`src/rtl/baud_pkg.sv`:
```
package baud_pkg;
    localparam int DIV_INT_W  = 16;
    localparam int DIV_FRAC_W = 4;
    localparam int BYTE_W     = 8;
    localparam int SEL_W      = 2;
    localparam int OVERSAMPLE = 16;
    localparam int CNT_W      = DIV_INT_W + 1;
    localparam int SUB_W      = $clog2(OVERSAMPLE);

    typedef struct packed {
        logic [DIV_INT_W-1:0]  whole;
        logic [DIV_FRAC_W-1:0] frac;
    } div_regs_t;

    typedef struct packed {
        logic                  run;
        logic [CNT_W-1:0]      cnt;
        logic [DIV_FRAC_W-1:0] phase;
    } period_state_t;
endpackage

```
`src/rtl/baud_divreg.sv`:
```
module baud_divreg
    import baud_pkg::*;
#(
    parameter int INT_W  = DIV_INT_W,
    parameter int FRAC_W = DIV_FRAC_W,
    parameter int BW     = BYTE_W,
    parameter int SW     = SEL_W
) (
    input  logic              clk,
    input  logic              rst_n,
    input  logic              wr_en,
    input  logic [SW-1:0]     wr_sel,
    input  logic [BW-1:0]     wr_data,
    output logic [INT_W-1:0]  div_int_o,
    output logic [FRAC_W-1:0] div_frac_o
);
    localparam int NBYTES = INT_W / BW;

    logic [INT_W-1:0]  int_d, int_q;
    logic [FRAC_W-1:0] frac_d, frac_q;
    logic [NBYTES-1:0] hit;

    // one select decoder per divisor byte
    for (genvar b = 0; b < NBYTES; b++) begin : g_byte_hit
        assign hit[b] = wr_en && (wr_sel == SW'(b));
    end

    always_comb begin
        int_d  = int_q;
        frac_d = frac_q;
        for (int b = 0; b < NBYTES; b++) begin
            if (hit[b]) int_d[b*BW +: BW] = wr_data;
        end
        if (wr_en && (wr_sel == SW'(NBYTES))) frac_d = wr_data[FRAC_W-1:0];
    end

    always_ff @(posedge clk or negedge rst_n) begin
        if (!rst_n) begin
            int_q  <= '0;
            frac_q <= '0;
        end else begin
            int_q  <= int_d;
            frac_q <= frac_d;
        end
    end

    assign div_int_o  = int_q;
    assign div_frac_o = frac_q;
endmodule

```
`src/rtl/baud_period.sv`:
```
module baud_period
    import baud_pkg::*;
(
    input  logic                  clk,
    input  logic                  rst_n,
    input  logic [DIV_INT_W-1:0]  div_int_i,
    input  logic [DIV_FRAC_W-1:0] div_frac_i,
    output logic                  tick_o
);
    period_state_t         st_d, st_q;
    logic [DIV_FRAC_W:0]   phase_sum;
    logic                  stretch;
    logic [CNT_W-1:0]      next_len;
    logic                  tick;

    always_comb begin
        st_d      = st_q;
        phase_sum = {1'b0, st_q.phase} + {1'b0, div_frac_i};
        stretch   = phase_sum[DIV_FRAC_W];
        next_len  = CNT_W'(div_int_i) + CNT_W'(stretch);
        tick      = st_q.run && (st_q.cnt == CNT_W'(1));

        if (!st_q.run) begin
            if (div_int_i != '0) begin
                st_d.run   = 1'b1;
                st_d.cnt   = next_len;
                st_d.phase = phase_sum[DIV_FRAC_W-1:0];
            end
        end else if (tick) begin
            if (div_int_i == '0) begin
                st_d.run = 1'b0;
                st_d.cnt = '0;
            end else begin
                st_d.cnt   = next_len;
                st_d.phase = phase_sum[DIV_FRAC_W-1:0];
            end
        end else begin
            st_d.cnt = st_q.cnt - CNT_W'(1);
        end
    end

    always_ff @(posedge clk or negedge rst_n) begin
        if (!rst_n) st_q <= '0;
        else        st_q <= st_d;
    end

    assign tick_o = tick;
endmodule

```
`src/rtl/baud_subdiv.sv`:
```
module baud_subdiv
    import baud_pkg::*;
(
    input  logic clk,
    input  logic rst_n,
    input  logic tick16_i,
    output logic tick1_o
);
    logic [SUB_W-1:0] sub_d, sub_q;

    always_comb begin
        sub_d = sub_q;
        if (tick16_i) sub_d = sub_q + SUB_W'(1);
    end

    always_ff @(posedge clk or negedge rst_n) begin
        if (!rst_n) sub_q <= '0;
        else        sub_q <= sub_d;
    end

    assign tick1_o = tick16_i && (sub_q == SUB_W'(OVERSAMPLE - 1));
endmodule

```
`src/rtl/baud_frac_gen.sv`:
```
module baud_frac_gen
    import baud_pkg::*;
(
    input  logic             clk,
    input  logic             rst_n,
    input  logic             wr_en,
    input  logic [SEL_W-1:0] wr_sel,
    input  logic [7:0]       wr_data,
    output logic             tick16_o,
    output logic             tick1_o
);
    logic [DIV_INT_W-1:0]  div_int;
    logic [DIV_FRAC_W-1:0] div_frac;

    baud_divreg u_regs (
        .clk        (clk),
        .rst_n      (rst_n),
        .wr_en      (wr_en),
        .wr_sel     (wr_sel),
        .wr_data    (wr_data),
        .div_int_o  (div_int),
        .div_frac_o (div_frac)
    );

    baud_period u_period (
        .clk        (clk),
        .rst_n      (rst_n),
        .div_int_i  (div_int),
        .div_frac_i (div_frac),
        .tick_o     (tick16_o)
    );

    baud_subdiv u_sub (
        .clk      (clk),
        .rst_n    (rst_n),
        .tick16_i (tick16_o),
        .tick1_o  (tick1_o)
    );
endmodule

```
`config.mk`:
```
export PLATFORM = sky130hd
export DESIGN_NAME = baud_frac_gen
export DESIGN_NICKNAME = d
export VERILOG_FILES = /design/src/rtl/baud_pkg.sv /design/src/rtl/baud_divreg.sv /design/src/rtl/baud_period.sv /design/src/rtl/baud_subdiv.sv /design/src/rtl/baud_frac_gen.sv
export SDC_FILE = /design/constraint.sdc
export NUM_CORES = 1
export LEC_CHECK = 0
export BUFFER_PORTS_ARGS = -buffer_cell sky130_fd_sc_hd__buf_2
export CORE_UTILIZATION = 61
export CTS_CLUSTER_DIAMETER = 60
export DETAILED_ROUTE_END_ITERATION = 10
export GPL_TIMING_DRIVEN = 0
export PLACE_DENSITY = 0.77
export SLEW_MARGIN = 0
export SYNTH_ARGS = -nofsm -noshare
export SYNTH_HDL_FRONTEND = slang
export SYNTH_SLANG_ARGS = --single-unit
```
`constraint.sdc`:
```
create_clock -name clk -period 3.71 [get_ports clk]
set_clock_uncertainty 0.2 [all_clocks]
set_input_delay 0.5565 -clock clk [delete_from_list [all_inputs] [get_ports clk]]
set_output_delay 0.5565 -clock clk [all_outputs]
set_load 0.005 [all_outputs]
```
==> run metrics <==
H-tree depth=2; Layout area overhead=9.21%; run status=finished clean; Worst path slowest cell=or4_4; Min-Delay Path Class=input port to async pin; clk slew on worst S/H paths=roughly 0.09 ns; most frequent cells in the layout=46 x dfrtp_1, 22 x mux2_2, 19 x nand2_1; IO Pins=15; CTS buffer count=5; die area=about 4600 um2; vias in the first global route=1900; Post-CTS Setup Bufs=0; #FFs+latches synth=46; Initial DRT Pass Iterations=4; vias=2004; Nets=about 300; Netlist cell types=45; period utilisation layout=around 93%; GRT busiest layer=met2; shortest period the worst path allows=3.45 ns; clock buffer depth=2; final hold vios=0; RSZ-0062 raised after global routing=no; Post-Syn Nets=~280; Placed Cells=between 300 and 400; Arrival @ worst endpoint=between 2 and 3 ns; post-route ant nets=0; share of layout cells above drive strength 1=between 10% and 20%; crit-path most repeated cell=or4_4; antenna violations before repair=0; Pwr per Cell Area=605 nW/um2; Worst setup SP type=flip-flop; DRC=0; Die X-Extent=a little under 70 um; Clock Latency Late Sink=between 0.2 and 0.3 ns; fmax=a little under 0.3 GHz; die height=between 60 and 70 um; Final Util=between 70% and 80%; worst vdd ir=about 0.00034 V; max cap viols=0; core area=4090 um2; GR met2 Demand/Resource=between 40% and 50%; CP max stage delay=0.55 ns; CTS tree=yes; Post-CTS Resized=0; wire length of the first global-routing pass=approximately 9200 um; # diodes=0; dpl hpwl=between 3000 and 4000 um; Setup TNS Final=0 ns; measured slew at the worst slew-check pin=roughly 1.2 ns; DR iter-0 viols=roughly 210; Buffers on Ports=14; relative slew slack=around 17%; met1 GRT Util=between 30% and 40%; Critical Path Fanout Max=9; clk sink count=46; Yosys Warn Count=0; Leak=about 1.2 nW; hold_buf cts=0; met3 Use GR=around 4%; std cell rows=23; Slew Limit Fails=0; synthesized cell area=around 2700 um2; crit-path cells=or4_4 > or4_4 > buf_6 > nor4b_4 > and4_2 > buf_2; Vias/cell=~6.1; Layout Cells excl Fill=330; largest net degree at the start of global routing=47; CTS root buf=clkbuf_8; Avg WL per Cell=about 16 um; Critical Path RT=between 2 and 3 ns; CP Capture Type=primary output; Synth Instances=~260; final wirelength=about 5400 um; mean post-synth cell area=between 10 and 15 um2; Starting Density=between 60% and 70%; commonest non-fill, non-tap cell in the layout=dfrtp_1; Total GRT Usage=a little over a quarter; Final Wtd Congestion=between 0.8 and 0.9; Remaining Overflow, GRT=0; sequential fraction of the synthesis area=a little over two fifths; critical path class=flip-flop to primary output; Final setup violation count=0
## state kept, by name (all words and copies together) (netlist names)
name               count
u_regs.div_int_o      16
u_regs.div_frac_o      4
u_sub.sub_q            4
u_period.st_q         22
## metal layers
metal  wire length, um  vias up
li1                  -     1001
met4                23        0
met5                 0        -
met2              2710       45
met3               189        4
met1              2520      954
## path summary, 6_finish.rpt
path / start / to / slack, ns / depth (start not counted)
setup / recovery: u_period.st_q[12]$_DFFE_PN0P_ / tick1_o / 0.26 / 6
hold / removal: rst_n / u_sub.sub_q[2]$_DFFE_PN0P_ / 0.23 / 1
max in group asynchronous: rst_n / u_regs.div_int_o[0]$_DFFE_PN0P_ / 2.46 / 1
hold reg to reg: u_sub.sub_q[2]$_DFFE_PN0P_ / u_sub.sub_q[2]$_DFFE_PN0P_ / 0.30 / 1
min in group clk: wr_data[5] / u_regs.div_int_o[5]$_DFFE_PN0P_ / 0.29 / 3
setup reg to reg: u_regs.div_frac_o[0]$_DFFE_PN0P_ / u_period.st_q[14]$_DFFE_PN0P_ / 0.76 / 12
## cell families after synthesis
| family | Yosys count | synth area share, % |
|---|---|---|
| and+or+nand+nor | 102 | 21.6 |
| DFF | 46 | 43.3 |
| AOI/OAI and AO/OA | 39 | 10.3 |
| muxes | 23 | 9.69 |
| xor gates and xnor gates | 22 | 7.24 |
| buffers and inverters | 17 | 2.91 |
| adders and majority gates | 10 | 4.98 |
## critical path, delay by kind of cell (launching register included)
kind          cells  cell delay [ns]
flops             1             0.42
simple gates      4             1.72
buf+inv           2             0.26
## synth_stat cells (all sizes together)
library cell | instances | share of area [%]
buf | 4 | 1.1
xnor2 | 15 | 4.9
nor2b | 2 | 0.47
or4 | 4 | 1.5
nand2 | 19 | 2.7
nand3b | 2 | 0.56
nand2b | 4 | 0.94
o21a | 1 | 0.28
nor3 | 13 | 2.4
ha | 9 | 4.2
nor3b | 2 | 0.56
inv | 9 | 1.3
dfrtp | 46 | 43
a21o | 1 | 0.28
o21ai | 17 | 3.6
o221ai | 3 | 0.99
xor2 | 7 | 2.3
o211ai | 1 | 0.28
a2bb2oi | 2 | 0.66
o2bb2ai | 1 | 0.33
fa | 1 | 0.75
a221o | 5 | 1.9
and3 | 2 | 0.47
or3 | 5 | 1.2
nand3 | 10 | 1.9
a21oi | 5 | 0.94
a211o | 3 | 0.99
clkbuf | 4 | 0.56
mux2 | 22 | 9.3
nor2 | 14 | 2.0
nor4b | 2 | 1.2
nor4 | 13 | 3.1
and4 | 2 | 0.71
nand4b | 1 | 0.33
mux2i | 1 | 0.38
nand4 | 7 | 1.6
## per-stage QoR
step	worst slack [ns]	power, mW	instance area, um2	hold WS, ns
final	0.260	1.76	2910	0.226
after global routing	0.153	1.88	2910	0.284
after CTS	0.237	1.76	2910	0.272
after detailed placement	0.560	1.38	2790	0.287
after global placement	0.572	1.36	2790	0.256
after floorplan	0.762	1.23	2660	0.0609
## where the power goes
part           internal, mW  switching, mW
Combinational         0.279          0.270
Sequential            0.654          0.182
Clock                 0.216          0.158
Total                  1.15          0.610
## layout make-up
cell class | instances | area, um2
plain buffers | 8 | 43.8
clock buffers | 6 | 82.6
clock inverters | 1 | 30.0
fillers | 324 | 1180
inverters | 9 | 33.8
multi-input cells | 196 | 1430
flip-flops and latches | 46 | 1150
well taps | 50 | 62.6
repair buffers | 14 | 70.1
Power figures use the tool's default switching activity.
